<file path="src/rtl/timer_pkg.sv">
package timer_pkg;
  typedef enum logic [1:0] {
    REG_CTRL  = 2'd0,
    REG_PRESC = 2'd1,
    REG_COUNT = 2'd2,
    REG_SPARE = 2'd3
  } reg_sel_e;

  localparam int CTRL_LOAD_BIT   = 0;
  localparam int CTRL_RUN_BIT    = 1;
  localparam int PRESC_MODE_BIT  = 0;
  localparam int PRESC_FIELD_LSB = 2;
endpackage

</file>
<file path="src/rtl/timer_regs.sv">
module timer_regs
  import timer_pkg::*;
#(
  parameter int PRE_W  = 6,
  parameter int CNT_W  = 8,
  parameter int DATA_W = 8
) (
  input  logic              clk,
  input  logic              rst_n,
  input  logic              bus_wr,
  input  logic              bus_rd,
  input  logic [1:0]        bus_addr,
  input  logic [DATA_W-1:0] bus_wdata,
  input  logic [CNT_W-1:0]  cur_count,
  output logic [DATA_W-1:0] bus_rdata,
  output logic              load_pulse,
  output logic              run_en,
  output logic              modulo_mode,
  output logic [PRE_W-1:0]  presc_mod,
  output logic [CNT_W-1:0]  init_val
);
  reg_sel_e          sel;
  logic [DATA_W-1:0] rd_mux;

  assign sel        = reg_sel_e'(bus_addr);
  assign load_pulse = bus_wr && (sel == REG_CTRL) && bus_wdata[CTRL_LOAD_BIT];

  always_ff @(posedge clk or negedge rst_n) begin
    if (!rst_n) begin
      run_en      <= 1'b0;
      modulo_mode <= 1'b0;
      presc_mod   <= '0;
      init_val    <= '0;
    end else if (bus_wr) begin
      case (sel)
        REG_CTRL:  run_en <= bus_wdata[CTRL_RUN_BIT];
        REG_PRESC: begin
          modulo_mode <= bus_wdata[PRESC_MODE_BIT];
          presc_mod   <= bus_wdata[PRESC_FIELD_LSB +: PRE_W];
        end
        REG_COUNT: init_val <= bus_wdata[CNT_W-1:0];
        default: ;
      endcase
    end
  end

  always_comb begin
    rd_mux = '0;
    case (sel)
      REG_CTRL:  rd_mux[CTRL_RUN_BIT] = run_en;
      REG_COUNT: rd_mux[CNT_W-1:0]    = cur_count;
      default: ;
    endcase
  end

  always_ff @(posedge clk or negedge rst_n) begin
    if (!rst_n)      bus_rdata <= '0;
    else if (bus_rd) bus_rdata <= rd_mux;
  end

  assert_load_reads_zero_R7: assert property (@(posedge clk) disable iff (!rst_n)
    (bus_rd && sel == REG_CTRL) |=> (bus_rdata[CTRL_LOAD_BIT] == 1'b0));

  assert_presc_unreadable_R9: assert property (@(posedge clk) disable iff (!rst_n)
    (bus_rd && sel == REG_PRESC) |=> (bus_rdata == '0));
endmodule

</file>
<file path="src/rtl/timer_prescaler.sv">
module timer_prescaler #(
  parameter int PRE_W = 6
) (
  input  logic             clk,
  input  logic             rst_n,
  input  logic             load,
  input  logic             tick,
  input  logic             run,
  input  logic [PRE_W-1:0] modulo,
  output logic             ovf
);
  localparam logic [PRE_W-1:0] LAST = PRE_W'(1);

  logic [PRE_W-1:0] pre_cnt;

  assign ovf = tick && run && !load && (pre_cnt == LAST);

  always_ff @(posedge clk or negedge rst_n) begin
    if (!rst_n) begin
      pre_cnt <= '0;
    end else if (load) begin
      pre_cnt <= modulo;
    end else if (tick && run) begin
      if (pre_cnt == LAST) pre_cnt <= modulo;
      else                 pre_cnt <= pre_cnt - LAST;
    end
  end

  assert_presc_hold_R11: assert property (@(posedge clk) disable iff (!rst_n)
    (!load && !(tick && run)) |=> $stable(pre_cnt));

  assert_presc_rollover_R2: assert property (@(posedge clk) disable iff (!rst_n)
    ovf |=> (pre_cnt == $past(modulo)));
endmodule

</file>
<file path="src/rtl/timer_counter.sv">
module timer_counter #(
  parameter int CNT_W = 8
) (
  input  logic             clk,
  input  logic             rst_n,
  input  logic             load,
  input  logic             step,
  input  logic [CNT_W-1:0] init,
  input  logic             reload_mode,
  output logic [CNT_W-1:0] count,
  output logic             halted,
  output logic             expired
);
  localparam logic [CNT_W-1:0] LAST = CNT_W'(1);

  assign expired = step && (count == LAST);

  always_ff @(posedge clk or negedge rst_n) begin
    if (!rst_n) begin
      count  <= '0;
      halted <= 1'b0;
    end else if (load) begin
      count  <= init;
      halted <= 1'b0;
    end else if (step) begin
      if (count == LAST) begin
        if (reload_mode) begin
          count <= init;
        end else begin
          count  <= '0;
          halted <= 1'b1;
        end
      end else begin
        count <= count - LAST;
      end
    end
  end

  assert_oneshot_stays_R5: assert property (@(posedge clk) disable iff (!rst_n)
    (halted && !load) |=> ($stable(count) && halted));

  assert_load_takes_init_R3: assert property (@(posedge clk) disable iff (!rst_n)
    load |=> (count == $past(init)));

  assert_reload_R6: assert property (@(posedge clk) disable iff (!rst_n)
    (expired && reload_mode && !load) |=> (count == $past(init)));
endmodule

</file>
<file path="src/rtl/tick_timer.sv">
module tick_timer #(
  parameter int PRE_W  = 6,
  parameter int CNT_W  = 8,
  parameter int DATA_W = 8
) (
  input  logic              clk,
  input  logic              rst_n,
  input  logic              tick_en,
  input  logic              bus_wr,
  input  logic              bus_rd,
  input  logic [1:0]        bus_addr,
  input  logic [DATA_W-1:0] bus_wdata,
  output logic [DATA_W-1:0] bus_rdata,
  output logic              irq_pulse
);
  logic             load_pulse;
  logic             run_en;
  logic             modulo_mode;
  logic [PRE_W-1:0] presc_mod;
  logic [CNT_W-1:0] init_val;
  logic [CNT_W-1:0] count;
  logic             halted;
  logic             expired;
  logic             pre_ovf;
  logic             active;

  assign active = run_en && !halted;

  timer_regs #(.PRE_W(PRE_W), .CNT_W(CNT_W), .DATA_W(DATA_W)) u_regs (
    .clk        (clk),
    .rst_n      (rst_n),
    .bus_wr     (bus_wr),
    .bus_rd     (bus_rd),
    .bus_addr   (bus_addr),
    .bus_wdata  (bus_wdata),
    .cur_count  (count),
    .bus_rdata  (bus_rdata),
    .load_pulse (load_pulse),
    .run_en     (run_en),
    .modulo_mode(modulo_mode),
    .presc_mod  (presc_mod),
    .init_val   (init_val)
  );

  timer_prescaler #(.PRE_W(PRE_W)) u_presc (
    .clk   (clk),
    .rst_n (rst_n),
    .load  (load_pulse),
    .tick  (tick_en),
    .run   (active),
    .modulo(presc_mod),
    .ovf   (pre_ovf)
  );

  timer_counter #(.CNT_W(CNT_W)) u_count (
    .clk        (clk),
    .rst_n      (rst_n),
    .load       (load_pulse),
    .step       (pre_ovf),
    .init       (init_val),
    .reload_mode(modulo_mode),
    .count      (count),
    .halted     (halted),
    .expired    (expired)
  );

  always_ff @(posedge clk or negedge rst_n) begin
    if (!rst_n) irq_pulse <= 1'b0;
    else        irq_pulse <= expired;
  end

  assert_irq_follows_tick_R4: assert property (@(posedge clk) disable iff (!rst_n)
    irq_pulse |-> $past(tick_en));

  assert_no_irq_idle_R11: assert property (@(posedge clk) disable iff (!rst_n)
    !tick_en |=> !irq_pulse);

  assert_count_frozen_R8: assert property (@(posedge clk) disable iff (!rst_n)
    (!run_en && !bus_wr) |=> $stable(count));
endmodule

</file>
<file path="config.mk">
export PLATFORM = sky130hd
export DESIGN_NAME = tick_timer
export DESIGN_NICKNAME = d
export VERILOG_FILES = /design/src/rtl/timer_pkg.sv /design/src/rtl/timer_regs.sv /design/src/rtl/timer_prescaler.sv /design/src/rtl/timer_counter.sv /design/src/rtl/tick_timer.sv
export SDC_FILE = /design/constraint.sdc
export NUM_CORES = 1
export LEC_CHECK = 0
export BUFFER_PORTS_ARGS = -buffer_cell sky130_fd_sc_hd__buf_4
export CAP_MARGIN = 20
export CORE_MARGIN = 10
export CORE_UTILIZATION = 45
export CTS_CLUSTER_SIZE = 20
export DETAILED_ROUTE_END_ITERATION = 16
export MAX_ROUTING_LAYER = met4
export PLACE_DENSITY = 0.64
export SETUP_SLACK_MARGIN = 0.05
export SLEW_MARGIN = 40
export SYNTH_ARGS = -nofsm -noshare
export SYNTH_HDL_FRONTEND = slang
export SYNTH_SLANG_ARGS = --single-unit
</file>
<file path="constraint.sdc">
create_clock -name clk -period 4.7 [get_ports clk]
set_input_delay 0.235 -clock clk [delete_from_list [all_inputs] [get_ports clk]]
set_output_delay 0.235 -clock clk [all_outputs]
set_load 0.02 [all_outputs]
</file>
==> results of run 1 <==
per-layer routing:
| metal | wire length (microns) | vias to the layer above | track usage |
|---|---|---|---|
| li1 | - | 771 | - |
| met1 | 2210 | 790 | 0.162 |
| met2 | 2220 | 36 | 0.194 |
| met3 | 179 | 4 | 0.0306 |
| met4 | 55 | 0 | 0.0478 |
| met5 | 0 | - | - |
sequential cells by signal, summed over array words and instances, names as in the netlist:
signal	flops
u_regs.run_en	1
u_regs.bus_rdata	8
u_count.count	8
u_regs.modulo_mode	1
u_regs.init_val	8
u_count.halted	1
irq_pulse	1
u_presc.pre_cnt	6
u_regs.presc_mod	6
final cells by class:
class                           instances  area [sq um]
Sequential cell                        40          1000
Fill cell                             389          2030
Inverter                               15          56.3
Tap cell                               52          65.1
Timing Repair Buffer                   24           183
Clock inverter                          2          10.0
Clock buffer                            6          82.6
Multi-Input combinational cell        134           985
per-stage QoR:
step	power (uW)	utilization	hold WS (ps)	setup WS (ps)	area, sq um
2_1_floorplan	789	-	-60.6	2830	2080
3_3_place_gp	889	0.516	235	2470	2280
3_5_place_dp	904	0.516	247	2400	2280
4_1_cts	1140	0.540	174	2360	2380
5_1_grt	1220	0.540	174	2110	2380
6_report	1130	0.540	182	2350	2380
worst max-delay path: stages, from the launching register on:
cell and delay (ps):
dfrtp_1 410, inv_1 90, ha_1 130, or4b_1 620
o31ai_4 570, o21ai_0 180, a22o_2 240
cell usage in the layout (no fill, tap or decap), types with 3 or more instances in the layout:
master	n
a21oi_1	7
a22o_2	3
buf_4	23
clkbuf_8	6
dfrtp_1	40
ha_1	4
inv_1	15
mux2_2	17
nand2_1	17
nand3b_1	4
nor2_1	10
nor3_1	4
nor3b_1	4
nor4_1	5
o21ai_0	12
o22ai_1	8
logic make-up after synthesis:
family	Yosys count	synth area share
flip-flops	40	0.481
adder cells (fa/ha/maj)	4	0.0241
AO/OA/AOI/OAI	50	0.177
multiplexers	19	0.102
AND/OR/NAND/NOR	60	0.167
XOR/XNOR	1	0.00421
buffers and inverters	21	0.0457
worst paths after layout:
kind	from	to	slack [ps]	depth (start not counted)
worst min-delay path	bus_wdata[4]	u_regs.presc_mod[2]	180	2
worst max register to register	u_presc.pre_cnt[1]	u_count.count[3]	2350	6
min in group asynchronous	rst_n	u_presc.pre_cnt[4]	440	2
worst max-delay path	u_presc.pre_cnt[1]	u_count.count[3]	2350	6
worst min register to register	u_regs.bus_rdata[1]	u_regs.bus_rdata[1]	510	1
max in group asynchronous	rst_n	u_regs.init_val[5]	3870	2
power breakdown:
part	leakage, uW	switching [uW]	internal (uW)
logic	0.000476	176	173
registers	0.000492	118	435
clock network	0.0000510	115	117
total	0.00102	410	725
==> flow_metrics.tcl, run 1 <==
set metrics [dict create \
    start_kind "register" \
    synthCells 195 \
    cts_sinks 40 \
    powerDensity_nw_per_um2 476 \
    setup_tns_ps 0 \
    n_antenna_cell 0 \
    syn-num-nets 214 \
    gr-total-overflow 0 \
    grt_pass1_vias 1609 \
    rows 24 \
    drt_wl_total_microns 4660 \
    io_pins 24 \
    rsz0062_at_grt "no" \
    layout.nets 239 \
    worst-path-max-fanout 13 \
    timing.slew.headroom 0.471 \
    dr.pass1.iters 4 \
    ctsHoldBuffers 1 \
    total_leakage_power_uw 0.00102 \
    numCtsBuffers 5 \
    core_area_sq_um 4410 \
    crit_path_end_kind "register" \
    ant_nets 0 \
    period_needed_ps 2350 \
    syn2layout_area_growth_pct 14.5 \
    htree_levels 2 \
    synth_enable_flop_cells 0 \
    post_drt_wl_per_cell_microns 17.1 \
    worstMarginPinSlew_ps 782 \
    slew_viol_final 0 \
    drive_above_1_share 0.276 \
    dp.final_hpwl_microns 3440 \
    synth.distinct_cells 47 \
    yosysMostFrequentCell "dfrtp_1" \
    synthArstFlopShare 1.00 \
    clock-root-buffer "clkbuf_8" \
    worstPathRequired_ps 4880 \
    grt_first_pass_wirelength_microns 7690 \
    route.detailed.drc 0 \
    ir_drop_mv 0.290 \
    outcome "complete, no violations" \
    synth.area.top_cells "dfrtp_1 (48%), mux2_2 (9.2%), nand2_1 (3.1%), o21ai_0 (2.9%), inv_1 (2.7%)" \
    ys_ff_latch 40 \
    die_y_microns 88 \
    antenna_found_initial 0 \
    max_freq_mhz 425 \
    hold_path_class "in2reg" \
    yosysWarnings 0 \
    path_class "reg2reg" \
    yosysSeqAreaShare 0.481 \
    initial_core_util 0.471 \
    cts_tree "done" \
    dp.cells 264 \
    final_cells 273 \
    synth_ff_type "dfrtp_1" \
    drv_cap 0 \
    arrival_ps 2530 \
    gp_congestion 0.965 \
    synth_area_sq_um 2080 \
    hold_violations 0 \
    vias_per_cell 5.86 \
    setup_viol 0 \
    yosys.area.top_type "dfrtp_1" \
    die_w_microns 88 \
    cts_resized 0 \
    vias 1601 \
    first_iter_violations 100 \
    yosysTopAreaCellShare 0.481 \
    die_area_sq_um 7740 \
    avgSynthCellArea_sq_um 10.7 \
    finClkSkew_ps 12.0 \
    grt_usage 0.128 \
    clock_path_buffers 2 \
    grt_max_degree 41 \
    clk_latency_ps 290 \
    io_buffers 23 \
    synth_common_cells "dfrtp_1 (40), mux2_2 (17), nand2_1 (17)" \
    clk_pin_slew_worst_paths_ps 80 \
    postCtsSetupBuffers 0 \
    fin_crit_sh 0.501 \
]
Power figures use the tool's default switching activity.
==> inputs of run 2 (changes only) <==
clock period = 2.4 ns   (was 4.7 ns; I/O delays follow)
==> flow_metrics.tcl, run 2 (synthesis results as in run 1) <==
set metrics [dict create \
    io_pins 24 \
    grt_pass1_vias 1601 \
    io_buffers 23 \
    reg_top3 "u_count.count: 8 flops, u_regs.bus_rdata: 8 flops, u_regs.init_val: 8 flops" \
    final_cell_area_sq_um 2450 \
    grt_usage 0.130 \
    total_leakage_power_uw 0.00105 \
    numCtsBuffers 5 \
    cts_sinks 40 \
    syn2layout_area_growth_pct 17.8 \
    max_freq_mhz 464 \
    nFillCells 386 \
    r2r_setup_slack_ps 240 \
    worstPathRequired_ps 2580 \
    drv_cap 0 \
    setup_tns_ps 0 \
    hold_path_class "in2reg" \
    core_area_sq_um 4410 \
    dr.pass1.iters 4 \
    drive_above_1_share 0.293 \
    r2r_cells 6 \
    n_antenna_cell 0 \
    reg2reg_to "u_count.count[3]" \
    hold_end "u_regs.presc_mod[5]" \
    die_area_sq_um 7740 \
    vias_per_cell 5.99 \
    powerDensity_nw_per_um2 973 \
    grt_max_degree 41 \
    finClkSkew_ps 8.25 \
    dp.final_hpwl_microns 3520 \
    gr-total-overflow 0 \
    hold_depth 2 \
    layout_commonest_cell "dfrtp_1" \
    clock_path_buffers 2 \
    route.detailed.drc 0 \
    period_needed_ps 2160 \
    hold_start "bus_wdata[7]" \
    ant_nets 0 \
    critical_path.cell_chain "inv_1, ha_1, or3b_2, o21ai_0, o21ai_0, a22o_2" \
    cts_tree "done" \
    gp_congestion 0.929 \
    r2r_start "u_count.count[1]" \
    rsz0062_at_grt "no" \
    postCtsSetupBuffers 0 \
    path_class "reg2reg" \
    initial_core_util 0.471 \
    setup_viol 0 \
    outcome "complete, no violations" \
    worstMarginPinSlew_ps 507 \
    htree_levels 2 \
    antenna_found_initial 0 \
    fin_crit_sh 0.898 \
    hold_violations 0 \
    slew_viol_final 0 \
    first_iter_violations 166 \
    drt_wl_total_microns 4660 \
    clk_latency_ps 290 \
    arrival_ps 2330 \
    ir_drop_mv 0.475 \
    die_w_microns 88 \
    start_kind "register" \
    crit_slowest_cell "or3b_2" \
    mostFrequentLayoutCells "dfrtp_1 (40), buf_4 (27), nand2_1 (17), mux2_2 (17), inv_1 (15)" \
    timing.slew.headroom 0.662 \
    place_area_sq_um 2310 \
    slowest_delay_ps 470 \
    worst-path-max-fanout 6 \
    clock-root-buffer "clkbuf_8" \
    rows 24 \
    crit_path_end_kind "register" \
    grt_first_pass_wirelength_microns 7780 \
    clk_pin_slew_worst_paths_ps 70 \
    crit_top_cell "o21ai_0" \
    layout.nets 243 \
    die_y_microns 88 \
    post_drt_wl_per_cell_microns 16.8 \
    vias 1659 \
]
run 2: cell count changes in the layout (fill, tap and decap cells not counted):
cell,before,now
clkbuf_8,6,7
bufinv_16,0,1
nor3b_1,4,3
buf_4,23,27
clkinv_2,2,0
nor3b_2,0,1
run 2: repair_timing:
item	CTS	global route
gates resized for setup	0	1
setup endpoints to repair	0	1
endpoints found under the hold margin	40	0
hold buffers	1	0
run 2: worst max path at each step:
stage | startpoint | to | depth (start not counted)
finish | u_count.count[1] | u_count.count[3] | 6
floorplan | u_presc.pre_cnt[1] | u_presc.pre_cnt[0] | 7
CTS | u_presc.pre_cnt[1] | u_count.count[3] | 6
global placement | u_presc.pre_cnt[1] | u_count.count[7] | 6
global route | u_presc.pre_cnt[1] | u_count.count[7] | 6
detailed placement | u_presc.pre_cnt[1] | u_count.count[7] | 6
run 2: power by group:
group / internal, uW / switching (uW) / leakage [uW]
Combinational: 355 / 346 / 0.000498
Clock: 367 / 228 / 0.0000645
Sequential: 851 / 239 / 0.000492
Total: 1570 / 813 / 0.00105
run 2: per-stage QoR:
step / hold slack, ps / cells / utilization / worst slack, ps / power, uW
3_3_place_gp: 117 / 268 / 0.523 / 337 / 1760
4_1_cts: 58.4 / 277 / 0.554 / 260 / 2390
2_1_floorplan: -176 / 195 / - / 528 / 1540
6_report: 67.7 / 277 / 0.555 / 244 / 2390
3_5_place_dp: 131 / 268 / 0.523 / 261 / 1790
5_1_grt: 61.1 / 277 / 0.555 / 116 / 2530
run 2: worst max-delay path, delay by kind of cell (launching register included):
| kind | cells | cell delay, ps |
|---|---|---|
| adders and majority gates | 1 | 190 |
| buffers and inverters | 1 | 110 |
| and+or+nand+nor | 1 | 470 |
| AOI/OAI and AO/OA | 3 | 800 |
| DFF | 1 | 450 |
run 2: metal layers:
layer	routed length (microns)	global-route usage
met1	2060	0.162
met4	73	0.0536
met5	0	-
met3	275	0.0334
met2	2250	0.197
run 2: layout make-up:
class                           instances  area [sq um]  share of cell area
Multi-Input combinational cell        134           990               0.404
Timing Repair Buffer                   28           213              0.0868
Sequential cell                        40          1000               0.408
Tap cell                               52          65.1              0.0265
Clock inverter                          1          30.0              0.0123
Inverter                               15          56.3              0.0230
Clock buffer                            7          96.3              0.0393
==> inputs of run 3 (changes only) <==
CORE_MARGIN = 5   (was 10)
==> flow_metrics.tcl, run 3 (synthesis results as in run 1) <==
set metrics [dict create \
    outcome "complete, no violations" \
    drive_above_1_share 0.280 \
    reg_top3 "u_count.count: 8 flops, u_regs.bus_rdata: 8 flops, u_regs.init_val: 8 flops" \
    slew_viol_final 0 \
    clk_latency_ps 290 \
    final_cell_area_sq_um 2410 \
    grt_pass1_vias 1699 \
    drt_wl_total_microns 4620 \
    drv_cap 0 \
    syn2layout_area_growth_pct 15.8 \
    seq_area_sq_um 1000 \
    rsz0062_at_grt "no" \
    r2r_cells 6 \
    total_leakage_power_uw 0.00103 \
    cts_tree "done" \
    grt_usage 0.165 \
    cts_sinks 40 \
    vias_per_cell 6.00 \
    setup_viol 0 \
    path_class "reg2reg" \
    clock_path_buffers 2 \
    die_w_microns 78 \
    die_y_microns 78 \
    crit_slowest_cell "or4b_1" \
    nFillCells 385 \
    worst-path-max-fanout 9 \
    antenna_found_initial 0 \
    period_needed_ps 2200 \
    n_antenna_cell 0 \
    crit_path_end_kind "register" \
    gr-total-overflow 0 \
    dp.final_hpwl_microns 3470 \
    mostFrequentLayoutCells "dfrtp_1 (40), buf_4 (27), nand2_1 (17), mux2_2 (17), inv_1 (15)" \
    layout.nets 243 \
    setup_tns_ps 0 \
    hold_depth 2 \
    max_freq_mhz 454 \
    finClkSkew_ps 13.9 \
    dr.pass1.iters 5 \
    arrival_ps 2380 \
    worstMarginPinSlew_ps 510 \
    hold_path_class "in2reg" \
    vias 1661 \
    io_pins 24 \
    ant_nets 0 \
    start_kind "register" \
    hold_violations 0 \
    route.detailed.drc 0 \
    post_drt_wl_per_cell_microns 16.7 \
    powerDensity_nw_per_um2 935 \
    htree_levels 2 \
    grt_first_pass_wirelength_microns 7990 \
    critical_path.cell_chain "inv_1, ha_1, or4b_1, o31ai_4, o21ai_0, a22o_2" \
    numCtsBuffers 5 \
    rows 24 \
    layout_commonest_cell "dfrtp_1" \
    slowest_delay_ps 610 \
    clk_pin_slew_worst_paths_ps 80 \
    first_iter_violations 181 \
    grt_max_degree 41 \
    core_area_sq_um 4410 \
    ir_drop_mv 0.458 \
    io_buffers 23 \
    clock-root-buffer "clkbuf_8" \
    place_ws_ps 216 \
    worstPathRequired_ps 2570 \
    initial_core_util 0.471 \
    fin_crit_sh 0.917 \
    multi_input_area_sq_um 985 \
    utilization 0.546 \
    timing.slew.headroom 0.657 \
    place_area_sq_um 2310 \
    postCtsSetupBuffers 0 \
    gp_congestion 0.949 \
    fin_ws_ps 198 \
    die_area_sq_um 6080 \
]
==> run 3: cell count changes in the layout (fill, tap and decap cells not counted) <==
cell,before,now
clkbuf_1,0,2
bufinv_16,1,0
nor3b_2,1,0
nor3b_1,3,4
clkbuf_8,7,6
==> run 3: timing repair <==
action | CTS | global route
endpoints found under the setup margin | 0 | 1
hold endpoints to repair | 40 | 0
gates resized for setup | 0 | 0
hold buffers | 1 | 0
==> run 3: cell type report <==
type                    count  share of cell area
clock buffers               8              0.0374
repair buffers             28              0.0883
flip-flops and latches     40               0.415
well taps                  52              0.0270
multi-input cells         134               0.409
inverters                  15              0.0234
==> run 3: routing by layer <==
metal	GRT usage	routed length, microns	vias to the layer above
li1	-	-	776
met1	0.208	2100	806
met2	0.267	2240	65
met3	0.0359	213	14
met4	0.0490	72	0
met5	-	0	-
==> run 3: power breakdown <==
| group | switching [uW] | internal (uW) | leakage (uW) | total, uW |
|---|---|---|---|---|
| combinational | 351 | 356 | 0.000496 | 707 |
| clock | 223 | 235 | 0.0000455 | 457 |
| sequential | 239 | 851 | 0.000492 | 1090 |
| total | 812 | 1440 | 0.00103 | 2250 |
==> run 3: critical path: cells and delay by family (launching register included) <==
kind                     cells  cell delay, ps
AO/OA/AOI/OAI                3             810
AND/OR/NAND/NOR              1             610
flip-flops                   1             420
adder cells (fa/ha/maj)      1             150
buffers and inverters        1             100
==> run 3: stage by stage <==
step / hold WS, ps / cells / power [uW]
6_report: 67.1 / 277 / 2250
5_1_grt: 63.8 / 277 / 2410
4_1_cts: 67.9 / 277 / 2260
3_5_place_dp: 130 / 268 / 1800
3_3_place_gp: 117 / 268 / 1750
2_1_floorplan: -176 / 195 / 1540
==> run 3: path summary, 6_finish.rpt <==
path | startpoint | endpoint | slack [ps]
min | bus_wdata[4] | u_regs.presc_mod[2] | 70
max reg2reg | u_presc.pre_cnt[1] | u_count.count[7] | 200
min in group asynchronous | rst_n | u_presc.pre_cnt[2] | 340
max | u_presc.pre_cnt[1] | u_count.count[7] | 200
min reg2reg | u_regs.bus_rdata[1] | u_regs.bus_rdata[1] | 510
max in group asynchronous | rst_n | u_regs.presc_mod[4] | 1690
